[config.mk]
export PLATFORM = sky130hd
export DESIGN_NAME = keyed_wdt
export DESIGN_NICKNAME = d
export VERILOG_FILES = /design/src/rtl/wdt_pkg.sv /design/src/rtl/wdt_key_seq.sv /design/src/rtl/wdt_counter.sv /design/src/rtl/keyed_wdt.sv
export SDC_FILE = /design/constraint.sdc
export NUM_CORES = 1
export LEC_CHECK = 0
export BUFFER_PORTS_ARGS = -buffer_cell sky130_fd_sc_hd__buf_2
export CAP_MARGIN = 40
export CORE_MARGIN = 2
export CORE_UTILIZATION = 35
export DETAILED_ROUTE_END_ITERATION = 12
export PLACE_DENSITY = 0.63
export SYNTH_ARGS = -nofsm -noshare
export SYNTH_HDL_FRONTEND = slang
export SYNTH_SLANG_ARGS = --single-unit
[constraint.sdc]
create_clock -name clk -period 2.26 [get_ports clk]
set_input_delay 0.113 -clock clk [delete_from_list [all_inputs] [get_ports clk]]
set_output_delay 0.113 -clock clk [all_outputs]
set_load 0.02 [all_outputs]
[src/rtl/wdt_pkg.sv]
package wdt_pkg;
   localparam int REG_W = 16;

   localparam logic [1:0] ADR_CTRL = 2'd0;
   localparam logic [1:0] ADR_CLO  = 2'd1;
   localparam logic [1:0] ADR_CHI  = 2'd2;

   localparam int BIT_EN  = 15;
   localparam int BIT_RST = 14;
   localparam int BIT_IRQ = 12;

   localparam logic [REG_W-1:0] KEY_OPEN_A = 16'h3333;
   localparam logic [REG_W-1:0] KEY_OPEN_B = 16'hCCCC;
   localparam logic [REG_W-1:0] KEY_KICK_A = 16'hAAAA;
   localparam logic [REG_W-1:0] KEY_KICK_B = 16'h5555;

   typedef enum logic [1:0] {
      KS_IDLE,
      KS_HALF,
      KS_OPEN,
      KS_KICK
   } key_st_e;
endpackage

[src/rtl/wdt_key_seq.sv]
module wdt_key_seq
   import wdt_pkg::*;
(
   input  logic             clk,
   input  logic             rst_n,
   input  logic             ctl_wr,
   input  logic [REG_W-1:0] wdata,
   output key_st_e          state,
   output logic             load_ctl,
   output logic             kick
);
   key_st_e nxt;

   always_comb begin
      nxt = state;
      if (ctl_wr) begin
         unique case (state)
            KS_IDLE: begin
               if (wdata == KEY_OPEN_A)      nxt = KS_HALF;
               else if (wdata == KEY_KICK_A) nxt = KS_KICK;
               else                          nxt = KS_IDLE;
            end
            KS_HALF: nxt = (wdata == KEY_OPEN_B) ? KS_OPEN : KS_IDLE;
            KS_OPEN: nxt = KS_IDLE;
            KS_KICK: nxt = KS_IDLE;
            default: nxt = KS_IDLE;
         endcase
      end
   end

   assign load_ctl = ctl_wr && (state == KS_OPEN);
   assign kick     = ctl_wr && (state == KS_KICK) && (wdata == KEY_KICK_B);

   always_ff @(posedge clk or negedge rst_n) begin
      if (!rst_n) state <= KS_IDLE;
      else        state <= nxt;
   end
endmodule

[src/rtl/wdt_counter.sv]
module wdt_counter #(
   parameter int SEL_W         = 8,
   parameter int SHORT_EXP     = 14,
   parameter int LONG_EXP_BASE = 24,
   parameter int CNT_W         = 32
) (
   input  logic             clk,
   input  logic             rst_n,
   input  logic             en,
   input  logic             restart,
   input  logic [SEL_W-1:0] sel,
   output logic [CNT_W-1:0] count,
   output logic             expire
);
   localparam logic [CNT_W-1:0] ONE = {{(CNT_W-1){1'b0}}, 1'b1};

   logic [SEL_W-1:0] hit;

   for (genvar i = 0; i < SEL_W; i++) begin : g_lim
      if (i == 0) begin : g_short
         localparam logic [CNT_W-1:0] LIM = (ONE << SHORT_EXP) - ONE;
         assign hit[i] = sel[i] && (count >= LIM);
      end else begin : g_long
         localparam logic [CNT_W-1:0] LIM = (ONE << (LONG_EXP_BASE + i - 1)) - ONE;
         assign hit[i] = sel[i] && (count >= LIM);
      end
   end

   assign expire = en && (|hit);

   always_ff @(posedge clk or negedge rst_n) begin
      if (!rst_n)                count <= '0;
      else if (!en)              count <= '0;
      else if (restart || expire) count <= '0;
      else                       count <= count + ONE;
   end
endmodule

[src/rtl/keyed_wdt.sv]
module keyed_wdt
   import wdt_pkg::*;
#(
   parameter int SEL_W         = 8,
   parameter int SHORT_EXP     = 14,
   parameter int LONG_EXP_BASE = 24,
   parameter int CNT_W         = 32
) (
   input  logic        clk,
   input  logic        rst_n,
   input  logic        reg_wr,
   input  logic        reg_rd,
   input  logic [1:0]  reg_addr,
   input  logic [15:0] reg_wdata,
   output logic [15:0] reg_rdata,
   output logic        irq,
   output logic        sys_rst_req
);
   localparam int HI_W = CNT_W - REG_W;
   localparam logic [REG_W-1:0] SEL_MASK  = (16'h1 << SEL_W) - 16'h1;
   localparam logic [REG_W-1:0] KEEP_MASK = (16'h1 << BIT_EN) | (16'h1 << BIT_RST)
                                          | (16'h1 << BIT_IRQ) | SEL_MASK;
   localparam logic [SEL_W-1:0] SEL_RST   = {{(SEL_W-1){1'b0}}, 1'b1};

   if (SEL_W < 2 || SEL_W > BIT_IRQ) begin : g_bad_sel
      $error("SEL_W must lie in 2..12");
   end
   if (SHORT_EXP < 1 || SHORT_EXP >= LONG_EXP_BASE) begin : g_bad_exp
      $error("SHORT_EXP must be positive and below LONG_EXP_BASE");
   end
   if (CNT_W <= REG_W || CNT_W > 2 * REG_W) begin : g_bad_cnt
      $error("CNT_W must lie in 17..32");
   end
   if (LONG_EXP_BASE + SEL_W - 2 >= CNT_W) begin : g_bad_fit
      $error("largest timeout does not fit in CNT_W");
   end

   key_st_e          key_st;
   logic             load_ctl;
   logic             kick;
   logic             ctl_en;
   logic             ctl_rst;
   logic [SEL_W-1:0] ctl_sel;
   logic             irq_q;
   logic             rst_q;
   logic [CNT_W-1:0] cnt;
   logic             expire;
   logic [HI_W-1:0]  hi_hold;
   logic             ctl_wr;
   logic             take;

   assign ctl_wr = reg_wr && (reg_addr == ADR_CTRL);
   assign take   = load_ctl
                && ($countones(reg_wdata[SEL_W-1:0]) == 1)
                && ((reg_wdata & ~KEEP_MASK) == '0);

   wdt_key_seq u_keys (
      .clk      (clk),
      .rst_n    (rst_n),
      .ctl_wr   (ctl_wr),
      .wdata    (reg_wdata),
      .state    (key_st),
      .load_ctl (load_ctl),
      .kick     (kick)
   );

   wdt_counter #(
      .SEL_W         (SEL_W),
      .SHORT_EXP     (SHORT_EXP),
      .LONG_EXP_BASE (LONG_EXP_BASE),
      .CNT_W         (CNT_W)
   ) u_cnt (
      .clk     (clk),
      .rst_n   (rst_n),
      .en      (ctl_en),
      .restart (kick),
      .sel     (ctl_sel),
      .count   (cnt),
      .expire  (expire)
   );

   always_ff @(posedge clk or negedge rst_n) begin
      if (!rst_n) begin
         ctl_en  <= 1'b0;
         ctl_rst <= 1'b0;
         ctl_sel <= SEL_RST;
      end else if (take) begin
         ctl_en  <= reg_wdata[BIT_EN];
         ctl_rst <= reg_wdata[BIT_RST];
         ctl_sel <= reg_wdata[SEL_W-1:0];
      end
   end

   always_ff @(posedge clk or negedge rst_n) begin
      if (!rst_n)                         irq_q <= 1'b0;
      else if (expire)                    irq_q <= 1'b1;
      else if (take && reg_wdata[BIT_IRQ]) irq_q <= 1'b0;
   end

   always_ff @(posedge clk or negedge rst_n) begin
      if (!rst_n) rst_q <= 1'b0;
      else        rst_q <= expire && ctl_rst;
   end

   always_ff @(posedge clk or negedge rst_n) begin
      if (!rst_n)                                hi_hold <= '0;
      else if (reg_rd && (reg_addr == ADR_CLO)) hi_hold <= cnt[CNT_W-1:REG_W];
   end

   always_comb begin
      reg_rdata = '0;
      unique case (reg_addr)
         ADR_CTRL: begin
            reg_rdata[BIT_EN]      = ctl_en;
            reg_rdata[BIT_RST]     = ctl_rst;
            reg_rdata[BIT_IRQ]     = irq_q;
            reg_rdata[SEL_W-1:0]   = ctl_sel;
         end
         ADR_CLO: reg_rdata = cnt[REG_W-1:0];
         ADR_CHI: reg_rdata[HI_W-1:0] = hi_hold;
         default: reg_rdata = '0;
      endcase
   end

   assign irq         = irq_q;
   assign sys_rst_req = rst_q;
endmodule

==> reports/qor.yml <==
power_and_ir_drop:
  p_int_mw: 1.72
  p_leak_nw: 2.39
  seqPwrFrac_pct: 47.5
  power_mw: 2.34
  pwr-share-comb_pct: 10.4
  p_sw_mw: 0.615
  power.density_nw_per_um2: 457
  switching_share_pct: 26.3
  clkPwrFrac_pct: 42.2
  peakVddDrop_v: 0.000223
outcome:
  outcome: "finished, violations left"
  violations: "negative setup slack"
synth:
  synth.largest_area_cell: "dfrtp_1"
  synth_area_leaders: "dfrtp_1 (41%), nor3_2 (7.5%), mux2_2 (6.3%), ha_1 (4.0%), xor2_1 (3.7%)"
  synth.net_count: 396
  syn_inst: 358
  synth_edf_count: 0
  synth_seq_area_share_pct: 41.4
  yosys_warnings: 0
  synth_area_um2: 3750
  avgSynthCellArea_um2: 10.5
  synth_seq_cells: 62
  ys_types: 47
  synth_top_area_share_pct: 40.7
  synthArstFlopShare_pct: 100
  yosys_most_used_dff: "dfrtp_1"
timing:
  finalSetupTns_ns: -8.49
  fin_skew_ns: 0.00922
  max_slew_margin_pct: 56.9
  timing.hold.ws_ns: 0.0213
  fin_ws_ns: -0.813
  final-max-slew-violation-count: 0
  min_period_ns: 3.07
  hold_viol: 0
  fmax_mhz: 325
  tightest_slew_ns: 0.646
  setup_violations: 11
  fin_crit_sh_pct: 136
  rsz0062_at_grt: "true"
clocking:
  clock_path_buffers: 2
  cts_buffers: 9
  cts_tree: "yes"
  clock_latency_ns: 0.35
  clock_sinks: 62
  cts.htree.levels: 3
  clk_pin_slew_ns: 0.08
  cts-root-buf: "clkbuf_8"
global_routing:
  antenna_found_initial: 0
  overflow: 0
  grt_first_pass_wirelength_um: 16600
  grt_pass1_vias: 3116
  grt_max_degree: 63
  track_usage_pct: 18.6
final_layout:
  final_cell_mix: "dfrtp_1 (60), buf_4 (56), buf_2 (36)"
  layout.cells.most_common: "dfrtp_1"
  post-route-util_pct: 49.4
  area_growth_pct: 36.6
  antennaDiodeCount: 0
  fin_cells: 601
  drive_gt1_share_pct: 43.0
  nets: 498
place:
  gp_congestion: 0.896
  place_inst: 576
  portBuffers: 39
  place_hpwl_um: 7550
floorplanning:
  start_util_pct: 36.1
  core_um2: 10400
  core.rowCount: 37
  ios: 40
  die_x_um: 107
  die_y_um: 107
  die-area_um2: 11600
routing:
  wl_um: 10800
  routed-via-count: 3300
  drc: 0
  final_antenna_net_count: 0
  vias_per_cell: 5.49
  wire_per_inst_um: 17.9
  dr.pass1.iters: 8
  drt_iter0_markers: 426
critical_path:
  crit_type: "primary input to register"
  worst_setup_path_start_kind: "primary input"
  crit_required_ns: 2.51
  cp_max_fo: 5
  end_kind: "register"
  arrival_ns: 3.32
flow_run:
  cap_viol_max_count: 0
hold_path:
  hold_class: "primary input to register"
through the flow:
step                      setup slack [ns]  instance area, um^2
after floorplan                      -1.09                 3790
after global placement               -1.23                 4550
after detailed placement             -1.32                 4550
after CTS                           -0.900                 4840
after global routing                -0.946                 5120
final                               -0.813                 5120
synth_stat cells (3+ instances only):
| cell | count |
|---|---|
| xor2_1 | 16 |
| inv_1 | 24 |
| nand3_1 | 15 |
| and4_1 | 3 |
| nand4_1 | 12 |
| ha_1 | 12 |
| a31oi_1 | 3 |
| mux2_2 | 21 |
| or4_1 | 4 |
| nor2_1 | 25 |
| dfrtp_1 | 61 |
| buf_2 | 4 |
| nand2_1 | 24 |
| a21oi_1 | 4 |
| nor2b_1 | 6 |
| clkbuf_1 | 7 |
| fa_1 | 4 |
| nor3_2 | 28 |
| xnor2_1 | 11 |
| a22oi_1 | 7 |
| a222oi_1 | 11 |
| and3_1 | 4 |
| buf_6 | 5 |
| o21ai_0 | 8 |
| nor4_1 | 10 |
repair_timing:
| item | CTS | global route |
|---|---|---|
| endpoints found under the setup margin | 42 | 42 |
| cloned | 1 | 2 |
| hold buffers | 1 | 0 |
| setup buffers | 1 | 4 |
| pin swaps | 7 | 25 |
| gates resized for setup | 23 | 37 |
| hold endpoints to repair | 61 | 0 |
layout make-up:
type / instances / area (um^2)
clock buffer: 9 / 124
clock inverter: 7 / 75.1
fill: 907 / 5250
inverter: 24 / 105
multi-input combinational: 255 / 2240
sequential: 62 / 1550
tap: 136 / 170
timing repair buffer: 108 / 853
power groups by stage:
stage / clock, mW / combinational, mW / sequential (mW)
detailed placement: 0 / 0.226 / 1.13
global placement: 0 / 0.218 / 1.13
floorplan: 0 / 0.116 / 1.13
global route: 1.04 / 0.272 / 1.11
finish: 0.986 / 0.243 / 1.11
CTS: 0.993 / 0.235 / 1.11
sequential cells by signal (all words and copies together), names as in the netlist:
name / count
ctl_en: 1
ctl_rst: 1
ctl_sel: 8
hi_hold: 16
irq: 1
sys_rst_req: 1
u_cnt.count: 32
u_keys.state: 2
final timing paths:
check | from | to | cells after the start | slack, ns
max | reg_wdata[1] | ctl_sel[4] | 13 | -0.81
min | reg_wdata[15] | ctl_en | 3 | 0.02
max reg2reg | u_cnt.count[29] | u_cnt.count[8] | 7 | 0.02
min reg2reg | hi_hold[3] | hi_hold[3] | 2 | 0.52
max in group asynchronous | rst_n | ctl_sel[0] | 3 | 1.64
min in group asynchronous | rst_n | u_cnt.count[12] | 3 | 0.30
kinds of logic (layout without fill, tap and decap cells):
group	count (synthesis)	after routing	synth area share [%]
AO/OA/AOI/OAI	44	44	8.88
XOR/XNOR	27	27	6.31
adder cells (fa/ha/maj)	16	16	6.14
buffers and inverters	41	148	5.24
flip-flops	62	62	41.4
multiplexers	21	21	6.31
AND/OR/NAND/NOR	147	147	25.7
metal layers:
metal  wire (um)  GRT usage, %  vias up
met4         155          5.68        0
met3         595          2.54       14
met5           0             0        -
met2        5370          30.3      132
li1            -             -     1506
met1        4640          25.9     1648
worst max-delay path, cell delays in order:
cell	delay (ns)
buf_8	0.08
inv_4	0.03
fa_1	0.54
fa_1	0.44
fa_1	0.46
inv_2	0.08
ha_4	0.13
inv_2	0.03
fa_1	0.47
nand3b_1	0.11
nor4_4	0.32
buf_4	0.21
mux2_4	0.30
(Power assumes the default switching activity.)
